## src/rtl/acc_exec_pkg.sv

```systemverilog
package acc_exec_pkg;

   localparam int OP_W = 3;

   typedef enum logic [OP_W-1:0] {
      OPC_IDLE    = 3'd0,
      OPC_ADD_IMM = 3'd1,
      OPC_AND_IMM = 3'd2,
      OPC_ADD_FIL = 3'd3,
      OPC_AND_FIL = 3'd4
   } opc_e;

   typedef struct packed {
      logic active;     // one of the four real operations
      logic is_add;     // add (else AND)
      logic from_file;  // operand comes from file read data
   } op_dec_t;

   function automatic op_dec_t decode_op(input logic [OP_W-1:0] code);
      op_dec_t d;
      d = '0;
      case (code)
         OPC_ADD_IMM: begin d.active = 1'b1; d.is_add = 1'b1; end
         OPC_AND_IMM: begin d.active = 1'b1; end
         OPC_ADD_FIL: begin d.active = 1'b1; d.is_add = 1'b1; d.from_file = 1'b1; end
         OPC_AND_FIL: begin d.active = 1'b1; d.from_file = 1'b1; end
         default:     d = '0;
      endcase
      return d;
   endfunction

endpackage

```

## src/rtl/acc_adder.sv

```systemverilog
module acc_adder #(
   parameter int DATA_W = 8,
   parameter int NIB_W  = 4,
   parameter bit RIPPLE = 1'b1
) (
   input  logic [DATA_W-1:0] a,
   input  logic [DATA_W-1:0] b,
   output logic [DATA_W-1:0] sum,
   output logic              carry_out,
   output logic              nib_carry
);

   generate
      if (NIB_W < 1 || NIB_W >= DATA_W) begin : g_bad_nib
         $error("acc_adder: NIB_W must lie strictly between 0 and DATA_W");
      end

      if (RIPPLE) begin : g_ripple
         logic [DATA_W:0] cy;
         assign cy[0] = 1'b0;
         for (genvar i = 0; i < DATA_W; i++) begin : g_bit
            assign sum[i]  = a[i] ^ b[i] ^ cy[i];
            assign cy[i+1] = (a[i] & b[i]) | (cy[i] & (a[i] ^ b[i]));
         end
         assign carry_out = cy[DATA_W];
         assign nib_carry = cy[NIB_W];
      end else begin : g_behav
         logic [NIB_W:0]  low_sum;
         logic [DATA_W:0] full_sum;
         assign full_sum  = {1'b0, a} + {1'b0, b};
         assign low_sum   = {1'b0, a[NIB_W-1:0]} + {1'b0, b[NIB_W-1:0]};
         assign sum       = full_sum[DATA_W-1:0];
         assign carry_out = full_sum[DATA_W];
         assign nib_carry = low_sum[NIB_W];
      end
   endgenerate

endmodule

```

## src/rtl/acc_logic.sv

```systemverilog
module acc_logic #(
   parameter int DATA_W = 8
) (
   input  logic [DATA_W-1:0] a,
   input  logic [DATA_W-1:0] b,
   output logic [DATA_W-1:0] conj
);

   for (genvar i = 0; i < DATA_W; i++) begin : g_and
      assign conj[i] = a[i] & b[i];
   end

endmodule

```

## src/rtl/acc_flag_reg.sv

```systemverilog
module acc_flag_reg #(
   parameter int DATA_W = 8
) (
   input  logic              clk,
   input  logic              rst,
   input  logic              upd_arith,
   input  logic              upd_zero,
   input  logic              new_c,
   input  logic              new_dc,
   input  logic [DATA_W-1:0] result,
   output logic              c_q,
   output logic              dc_q,
   output logic              z_q
);

   logic res_zero;
   assign res_zero = (result == '0);

   always_ff @(posedge clk) begin
      if (rst) begin
         c_q  <= 1'b0;
         dc_q <= 1'b0;
         z_q  <= 1'b0;
      end else begin
         if (upd_arith) begin
            c_q  <= new_c;
            dc_q <= new_dc;
         end
         if (upd_zero) begin
            z_q <= res_zero;
         end
      end
   end

endmodule

```

## src/rtl/acc_exec_unit.sv

```systemverilog
module acc_exec_unit #(
   parameter int DATA_W = 8,
   parameter int ADDR_W = 7,
   parameter int NIB_W  = 4,
   parameter bit RIPPLE = 1'b1
) (
   input  logic              clk,
   input  logic              rst,
   input  logic [2:0]        op_sel,
   input  logic [DATA_W-1:0] literal,
   input  logic [ADDR_W-1:0] file_addr,
   input  logic              dest_file,
   input  logic [DATA_W-1:0] file_rdata,
   output logic [DATA_W-1:0] alu_result,
   output logic              file_we,
   output logic [ADDR_W-1:0] file_waddr,
   output logic [DATA_W-1:0] file_wdata,
   output logic [DATA_W-1:0] w_reg,
   output logic              flag_c,
   output logic              flag_dc,
   output logic              flag_z
);
   import acc_exec_pkg::*;

   localparam int NIB_CNT = DATA_W / NIB_W;

   generate
      if (DATA_W < 2) begin : g_bad_w
         $error("acc_exec_unit: DATA_W too small");
      end
      if (NIB_CNT < 1) begin : g_bad_cnt
         $error("acc_exec_unit: NIB_W exceeds DATA_W");
      end
      if (ADDR_W < 1) begin : g_bad_a
         $error("acc_exec_unit: ADDR_W must be positive");
      end
   endgenerate

   op_dec_t           dec;
   logic [DATA_W-1:0] operand_b;
   logic [DATA_W-1:0] add_sum;
   logic [DATA_W-1:0] and_out;
   logic              add_cy;
   logic              add_dc;
   logic              to_file;
   logic              w_load;

   assign dec       = decode_op(op_sel);
   assign operand_b = dec.from_file ? file_rdata : literal;

   acc_adder #(
      .DATA_W (DATA_W),
      .NIB_W  (NIB_W),
      .RIPPLE (RIPPLE)
   ) u_adder (
      .a         (w_reg),
      .b         (operand_b),
      .sum       (add_sum),
      .carry_out (add_cy),
      .nib_carry (add_dc)
   );

   acc_logic #(
      .DATA_W (DATA_W)
   ) u_logic (
      .a    (w_reg),
      .b    (operand_b),
      .conj (and_out)
   );

   assign alu_result = dec.is_add ? add_sum : and_out;

   // destination routing
   assign to_file    = dec.active & dec.from_file & dest_file;
   assign w_load     = dec.active & ~to_file;
   assign file_we    = to_file;
   assign file_waddr = file_addr;
   assign file_wdata = alu_result;

   always_ff @(posedge clk) begin
      if (rst) begin
         w_reg <= '0;
      end else if (w_load) begin
         w_reg <= alu_result;
      end
   end

   acc_flag_reg #(
      .DATA_W (DATA_W)
   ) u_flags (
      .clk       (clk),
      .rst       (rst),
      .upd_arith (dec.active & dec.is_add),
      .upd_zero  (dec.active),
      .new_c     (add_cy),
      .new_dc    (add_dc),
      .result    (alu_result),
      .c_q       (flag_c),
      .dc_q      (flag_dc),
      .z_q       (flag_z)
   );

endmodule

```

## config.mk

```make
export PLATFORM = sky130hd
export DESIGN_NAME = acc_exec_unit
export DESIGN_NICKNAME = d
export VERILOG_FILES = /design/src/rtl/acc_exec_pkg.sv /design/src/rtl/acc_adder.sv /design/src/rtl/acc_logic.sv /design/src/rtl/acc_flag_reg.sv /design/src/rtl/acc_exec_unit.sv
export SDC_FILE = /design/constraint.sdc
export NUM_CORES = 1
export LEC_CHECK = 0
export BUFFER_PORTS_ARGS = -buffer_cell sky130_fd_sc_hd__buf_4
export CORE_UTILIZATION = 35
export DETAILED_ROUTE_END_ITERATION = 6
export HOLD_SLACK_MARGIN = 0.02
export REMOVE_ABC_BUFFERS = 1
export SLEW_MARGIN = 20
export SYNTH_ARGS = -nofsm -noshare
export SYNTH_HDL_FRONTEND = slang
export SYNTH_SLANG_ARGS = --single-unit
export TNS_END_PERCENT = 10
```

## constraint.sdc

```tcl
create_clock -name clk -period 8.6 [get_ports clk]
set_input_delay 1.29 -clock clk [delete_from_list [all_inputs] [get_ports clk]]
set_output_delay 1.29 -clock clk [all_outputs]
set_load 0.01 [all_outputs]
```

---- After elaboration in Yosys (flattened, before gate mapping) ----
Index checks and enable logic that the tools add are counted.
word-level totals
  bits in registers ....................... 11
  bits of input ports ..................... 29
  output and inout bits ................... 35
  word-level logic and storage cells ...... 59
operators by class
  eq/ne operators ......................... 4
  multiplexer cells ....................... 5
  bitwise operators ....................... 42
  reduce and logical (&&, ||, !) cells .... 4
operators with widths
  kind                number
  $and 1x1->1         19
  $mux 8              2
  $xor 1x1->1         15
  $logic_not 8->1     1
  $or 1x1->1          7
  $eq 3x2->1 const B  2
  $reduce_or 2->1     2
  $reduce_or 4->1     1
  $eq 3x1->1 const B  1
  $eq 3x3->1 const B  1
  $mux 1              3
  $not 1->1           1

---- Depth between registers and ports, before layout ----
Gate-level depths: netlist of the first run.
  depth after elaboration ................. 20
  mapped depth ............................ 19
  mapped depth without buffers ............ 18

---- Hierarchy ----
Synthesis of the first run repeated with hierarchy kept, for this count alone.
second synthesis, totals
  cells, all modules ...................... 127
  area, all modules ....................... 1,137.3 um2
modules (own cells, without submodules)
  module         times used  cells each  area an instance (um2)  seq. area each (um2)
  acc_exec_unit  1           78          743.2                   160.2
  acc_adder      1           27          224.0                   0.0
  acc_flag_reg   1           14          120.1                   60.1
  acc_logic      1           8           50.0                    0.0

---- Worst setup path before layout of the first run ----
OpenSTA, ideal clock, no wires.
  path kind ............................... input port to output port
  start point ............................. in op_sel[0]
  end point ............................... out file_wdata[7]
  data arrival time ....................... 5.296 ns
  required time ........................... 7.310 ns
  slack ................................... 2.014 ns
  stages .................................. 19
  buffers on the path ..................... 2
  cells stage by stage .................... buf_4 or3b_1 o21ai_2 mux2_2 ha_1 inv_1 fa_1 fa_1 fa_1 inv_1 fa_1 inv_1 fa_1 fa_1 inv_1 fa_1 nand2_1 nand2_1 buf_4
on the way
  word-level cells in the longest chain between the ends .. 19
ends and longest elaborated chain
  what                                        RTL line             source
  from (decl)                                 acc_exec_unit.sv:9   input logic [2:0] op_sel,
  $eq 3x3->1 or $eq 3x2->1 (tied branches)    acc_exec_pkg.sv:22   case (code)
  $reduce_or 2->1 (no source line) *          n/a
  $mux 1 *                                    acc_exec_pkg.sv:22
  $mux 8 *                                    acc_exec_unit.sv:49  assign operand_b = dec.from_file ? file_rdata : literal;
  $and 1x1->1 or $xor 1x1->1 (tied branches)  acc_adder.sv:23      assign cy[i+1] = (a[i] & b[i]) | (cy[i] & (a[i] ^ b[i]));
  $and 1x1->1                                 acc_adder.sv:23
  $or 1x1->1                                  acc_adder.sv:23
  $and 1x1->1                                 acc_adder.sv:23
  [... 3 more ...]                            n/a
  net add_dc                                  acc_exec_unit.sv:44  logic add_dc;
  $and 1x1->1 *                               acc_adder.sv:23
  $or 1x1->1 *                                acc_adder.sv:23
  $and 1x1->1 *                               acc_adder.sv:23
  $or 1x1->1 *                                acc_adder.sv:23
  $and 1x1->1 *                               acc_adder.sv:23
  $or 1x1->1 *                                acc_adder.sv:23
  $xor 1x1->1 *                               acc_adder.sv:22      assign sum[i] = a[i] ^ b[i] ^ cy[i];
  $mux 8 *                                    acc_exec_unit.sv:71  assign alu_result = dec.is_add ? add_sum : and_out;
  to (decl)                                   acc_exec_unit.sv:17  output logic [DATA_W-1:0] file_wdata,
The timed path passes the listed nets; every way through them passes the cells marked *.

---- Final worst setup path of the first run ----
  start point ............................. in op_sel[1]
  end point ............................... out alu_result[7]
on the way
  word-level cells in the longest chain between the ends .. 19
ends and longest elaborated chain
  what                                        RTL line             source
  $eq 3x3->1 or $eq 3x2->1 (tied branches)    acc_exec_pkg.sv:22
  $reduce_or 2->1 (no source line) *          n/a
  $mux 1 *                                    acc_exec_pkg.sv:22
  $mux 8 *                                    acc_exec_unit.sv:49
  $and 1x1->1 or $xor 1x1->1 (tied branches)  acc_adder.sv:23
  $and 1x1->1                                 acc_adder.sv:23
  $or 1x1->1                                  acc_adder.sv:23
  $and 1x1->1                                 acc_adder.sv:23
  [... 3 more ...]                            n/a
  net add_dc                                  acc_exec_unit.sv:44
  $and 1x1->1 *                               acc_adder.sv:23
  $or 1x1->1 *                                acc_adder.sv:23
  $and 1x1->1 *                               acc_adder.sv:23
  $or 1x1->1 *                                acc_adder.sv:23
  $and 1x1->1 *                               acc_adder.sv:23
  $or 1x1->1 *                                acc_adder.sv:23
  $xor 1x1->1 *                               acc_adder.sv:22
  $mux 8 *                                    acc_exec_unit.sv:71
  to (decl)                                   acc_exec_unit.sv:14  output logic [DATA_W-1:0] alu_result,
Marks and branches as above.

==> results of run 1 <==
## worst paths after layout
check                    from            end  slack, ns  depth (start not counted)
setup reg to reg     w_reg[0]    u_flags.z_q       4.49                         15
hold / removal    u_flags.c_q    u_flags.c_q       0.47                          2
hold reg to reg   u_flags.c_q    u_flags.c_q       0.47                          2
setup / recovery    op_sel[1]  alu_result[7]       1.93                         18
## routing by layer
layer,GRT usage,vias to the layer above
met5,0,-
met3,0.0393,2
li1,-,531
met4,0.0381,0
met2,0.310,54
met1,0.245,526
## kinds of logic (layout without fill, tap and decap cells)
group	after synthesis	count (layout)	synth area share
mux	13	13	0.124
compound gates	24	24	0.156
simple gates	42	42	0.183
flops	11	11	0.177
fa+ha+maj	15	15	0.193
buf+inv	31	63	0.168
## worst max-delay path, cell delays in order
cell and delay [ns]:
buf_4 0.14, or3b_1 0.38, o21ai_2 0.08, buf_4 0.27
mux2i_1 0.15, fa_1 0.41, fa_1 0.39, fa_1 0.39
inv_1 0.09, fa_1 0.16, inv_1 0.05, fa_1 0.37
fa_1 0.37, inv_1 0.08, fa_1 0.44, nand2_1 0.10
nand2_1 0.07, buf_4 0.14
## report_power, final
part	internal, mW	total, mW	switching, mW
combinational	0.0487	0.0955	0.0467
sequential	0.0554	0.0600	0.00454
clock	0.0179	0.0375	0.0196
## cell usage in the layout (no fill, tap or decap), drive strengths merged, types with 2 or more instances in the layout
cell / n
buf: 50
nand2: 22
dfxtp: 11
inv: 9
a211oi: 9
a311oi: 9
ha: 8
mux2: 8
fa: 7
nand2b: 6
mux2i: 5
clkbuf: 4
nand3: 3
nor4: 2
a21oi: 2
o21ai: 2
and2: 2
nor4b: 2
## metrics by stage
| step | power (mW) | area, um2 | utilization |
|---|---|---|---|
| after global routing | 0.210 | 1530 | 0.455 |
| final | 0.193 | 1530 | 0.455 |
| after floorplan | 0.112 | 1070 | - |
| after detailed placement | 0.157 | 1510 | 0.448 |
| after global placement | 0.155 | 1510 | 0.448 |
| after CTS | 0.196 | 1530 | 0.455 |
## cell type report
class	count	area [um2]
Clock buffer	4	26.3
Fill cell	363	1830
Inverter	9	33.8
Multi-Input combinational cell	94	818
Sequential cell	11	220
Tap cell	46	57.6
Timing Repair Buffer	50	375
==> results by group, run 1 <==
Outcome
  – Status: completed

Route
  – DR WL/cell: 15.3 um
  – Top sig layer: met4
  – DR iter-0 viols: 30
  – Metal3 WL: 233 um
  – Detailed-route DRC error count: 0
  – Metal2 WL: 1530 um
  – Drt total wl: 3270 um
  – Via count: 1113
  – Met1 Routed Length: 1490 um
  – Number of antenna-violating nets in the routed design: 0
  – Routed vias/inst: 5.20
  – First-pass detailed-route iteration total: 4

Global routing
  – Grt ovf: 0
  – First-pass GRT wire length: 5120 um
  – Vias in the first global route: 1095
  – Antenna violations before repair: 0
  – GRT Total Usage: 0.184
  – Largest net degree at the start of global routing: 14

Clocking
  – CTS buffer count: 3
  – CTS Root Cell: clkbuf_4
  – Post-CTS setup buffers: 0
  – Clk slew on worst S/H paths: 0.08 ns
  – Clock sink total: 11
  – CTS tree: done
  – Clock Latency Late Sink: 0.27 ns
  – CTS Buffer Depth: 2
  – Post-CTS Hold Buffers: 0
  – H-tree Lvls: 1
  – CTS resizes: 0

Critical path
  – Worst Path Arrival: 5.38 ns
  – CP required: 7.31 ns
  – CP Capture Type: output pin
  – Crit-path max FO: 13
  – Crit path kind: in -> out
  – Worst setup SP type: input pin

Power
  – PwrDens: 126 mW/mm2
  – Worst VDD drop: 0.0492 mV
  – Static Leakage: 0.710 nW

Synth
  – Leading area contributor after synthesis: dfxtp_1
  – Main synth FF type: dfxtp_1
  – Post-synth EDFFs: 0
  – Most frequent cell after synthesis: nand2_1
  – Most frequent cells after synthesis: 22 x nand2_1, 16 x buf_4, 11 x dfxtp_1
  – Fraction of the yosys area taken by sequential cells: 0.177
  – Avg Cell Area, Syn: 9.17 um2
  – Count of different cell masters after synthesis: 32
  – Yosys top cell area share: 0.177
  – FF+latch count, synth: 11
  – Cell count after synthesis: 136
  – Yosys Warn Count: 0
  – Asr flop ratio synth: 0
  – Syn Std Cell Area: 0.00125 mm2
  – Synth top area cells: dfxtp_1 18%, fa_1 11%, buf_4 9.6%

Timing
  – RSZ-0062 raised after global routing: false
  – Setup violations, final: 0
  – WHS: 0.473 ns
  – Worst Tran Pin Value: 0.655 ns
  – Max-slew violation count: 0
  – Clk_skew: 0.00645 ns
  – Final setup TNS: 0 ns
  – Final Hold Viols: 0
  – Worst Slack Setup Final: 1.93 ns
  – Post-layout min period: 6.67 ns
  – Slew headroom: 0.562
  – Period Utilization, post-route: 0.776
  – FMAX: 0.150 GHz

Die
  – Initial Utilization: 0.371
  – DIE WIDTH: 61.7 um
  – Row count: 21
  – Num ports: 64
  – DIE AREA: 0.00381 mm2
  – Core Area: 0.00336 mm2
  – Chip Height: 61.7 um

Final layout
  – Largest register FFs: 8
  – Share of cells above drive strength 1: 0.387
  – Synth-to-Final Area Change: 22.8%
  – Final cell count without fillers: 214
  – Antenna cells: 0
  – Nets: 213

Min path
  – Hold Crit Class: reg -> reg

Placement
  – Port Buffers: 49
  – RePlAce Congestion: 0.813
  – DP Wirelength: 2470 um
  – Dpl cells: 210
  – DP Worst Slack: 1.92 ns

Run
  – Maxcap violations: 0
No activity file was read; power rests on OpenSTA's default activity.
==> run 2, diff against run 1 <==
PLACE_DENSITY = 0.67   (was not set)
clock period = 5.55 ns   (was 8.6 ns; I/O delays follow)
==> run 2 against run 1 <==
First-iteration DRC count rose by 6.7%; largest cell class unchanged; count of clock-buffer cells in the layout did not move; core utilization rose by 2.5 points; via count rose by 3.6%; combinational power rose by 66%; sequential cell count did not move; non-clock buffer count rose by 6; clock power rose by 59%; critical path type unchanged; design area rose by 5.5%.
==> results by group, run 2 (same netlist as run 1, synthesis figures left out) <==
Timing
  – Max-slew violation count: 0
  – Post-layout min period: 5.38 ns
  – Clk_skew: 0.000859 ns
  – Slew headroom: 0.584
  – FMAX: 0.186 GHz
  – RSZ-0062 raised after global routing: false
  – Worst Tran Pin Value: 0.621 ns
  – Setup violations, final: 0
  – Period Utilization, post-route: 0.969
  – Final Hold Viols: 0

Global routing
  – Vias in the first global route: 1166
  – Met1 GRT Util: 0.233
  – Largest net degree at the start of global routing: 13
  – M3 GR Usage: 0.0352
  – Antenna violations before repair: 0
  – Met2 usage: 0.318
  – GRT busiest layer: met2
  – GRT Total Usage: 0.184
  – Grt ovf: 0
  – First-pass GRT wire length: 5210 um

Power
  – Net Sw Frac: 0.366
  – PwrDens: 193 mW/mm2
  – Static Leakage: 0.740 nW
  – Reg power frac: 0.300
  – Worst VDD drop: 0.0891 mV
  – Clock power share: 0.191
  – Combinational Power Share: 0.510
  – Int Power: 0.198 mW
  – Total power: 0.312 mW
  – P_sw: 0.114 mW

Placement
  – Dpl cells: 216
  – DP Wirelength: 2480 um
  – Port Buffers: 49
  – RePlAce Congestion: 0.882
  – Dpl cell area: 0.00155 mm2

Clocking
  – CTS Buffer Depth: 2
  – Clock sink total: 11
  – CTS Root Cell: clkbuf_4
  – Post-CTS setup buffers: 0
  – H-tree Lvls: 1
  – CTS tree: done
  – Clock Latency Late Sink: 0.27 ns
  – Clk slew on worst S/H paths: 0.08 ns
  – CTS buffer count: 3

Critical path
  – Worst Path Arrival: 4.55 ns
  – Crit path kind: in -> out
  – RR Endpoint: u_flags.z_q
  – R2r startpoint: w_reg[0]
  – Most used cell, CP: fa_2
  – CP required: 4.72 ns
  – Critical path, cell by cell: buf_4, or3b_4, o21ai_4, mux2_4, ha_4, inv_1, fa_2, fa_2, fa_2, inv_2, fa_1, inv_1, fa_2, fa_2, inv_2, fa_1, nand2_1, nand2_1, buf_4
  – Max incr delay on CP: 0.43 ns
  – CP Capture Type: output pin
  – CP max stage cell: fa_1
  – Reg2reg setup slack: 1.52 ns
  – Reg2Reg Depth: 16
  – Worst setup SP type: input pin
  – Crit-path max FO: 2

Route
  – DR iter-0 viols: 32
  – Drt total wl: 3270 um
  – Routed vias/inst: 5.24
  – Detailed-route DRC error count: 0
  – Number of antenna-violating nets in the routed design: 0
  – DR WL/cell: 14.9 um
  – First-pass detailed-route iteration total: 4
  – Via count: 1153

Final layout
  – Nets: 219
  – Share of cells above drive strength 1: 0.460
  – Largest register FFs: 8
  – Most common cell after layout, fill and taps aside: buf_4
  – Antenna cells: 0
  – Fill cells: 370
  – Most frequent cells in the layout: 56 x buf_4, 22 x nand2_1, 11 x dfxtp_1
  – Synth-to-Final Area Change: 29.5%
  – Design Area, Final: 0.00162 mm2
  – Finished Core Util: 0.480
  – Final cell count without fillers: 220

Min path
  – Hold Crit Class: reg -> reg
  – HP Start: u_flags.c_q
  – Hold Path Depth: 2
  – Hold path endpoint: u_flags.c_q

Die
  – Core Area: 0.00336 mm2
  – Row count: 21
  – Chip Height: 61.7 um
  – DIE AREA: 0.00381 mm2
  – Initial Utilization: 0.371
  – DIE WIDTH: 61.7 um
  – Num ports: 64

Run
  – Maxcap violations: 0

Outcome
  – Status: completed
## run 2: power groups by stage
stage               sequential, mW  clock [mW]  combinational (mW)
floorplan                   0.0968           0              0.0765
global placement            0.0946           0               0.150
detailed placement          0.0951           0               0.153
CTS                         0.0932      0.0589               0.155
global route                0.0948      0.0616               0.176
finish                      0.0936      0.0595               0.159
## run 2: per-stage QoR
step / hold WS [ns] / setup TNS (ns) / setup WS (ns)
after detailed placement: 0.458 / -0.224 / -0.113
after global routing: 0.505 / 0 / 0.000467
final: 0.470 / 0 / 0.172
after floorplan: 0.474 / -0.171 / -0.0853
after CTS: 0.473 / 0 / 0.0263
after global placement: 0.448 / -0.0744 / -0.0372
## run 2: worst max path at each step
stage | from | endpoint | slack (ns) | cells past startpoint
after CTS | op_sel[1] | file_wdata[7] | 0.03 | 19
after global placement | op_sel[1] | alu_result[7] | -0.04 | 19
after global routing | op_sel[1] | alu_result[7] | 0.0005 | 19
after floorplan | op_sel[1] | alu_result[7] | -0.09 | 17
after detailed placement | op_sel[1] | file_wdata[7] | -0.11 | 19
final | op_sel[1] | file_wdata[7] | 0.17 | 19
## run 2: routing by layer
layer | part of all wire | vias up
met5 | 0 | -
met4 | 0.012 | 0
met3 | 0.053 | 6
met2 | 0.50 | 49
met1 | 0.43 | 560
li1 | - | 538
## run 2: layout make-up
type                            count  area [um2]  area share
Clock buffer                        4        26.3      0.0163
Inverter                            9        33.8      0.0209
Multi-Input combinational cell     94         857       0.531
Sequential cell                    11         220       0.136
Tap cell                           46        57.6      0.0356
Timing Repair Buffer               56         420       0.260
## run 2: critical path, delay by kind of cell
family                   cells  cell delay [ns]
adder cells (fa/ha/maj)      8             2.41
AND/OR/NAND/NOR              3             0.56
buffers and inverters        6             0.47
AO/OA/AOI/OAI                1             0.08
multiplexers                 1             0.18
## run 2: timing repair
item,CTS,global route
hold buffers,0,0
cloned,0,0
resized for setup,3,9
endpoints found under the setup margin,2,2
pin swaps,0,1
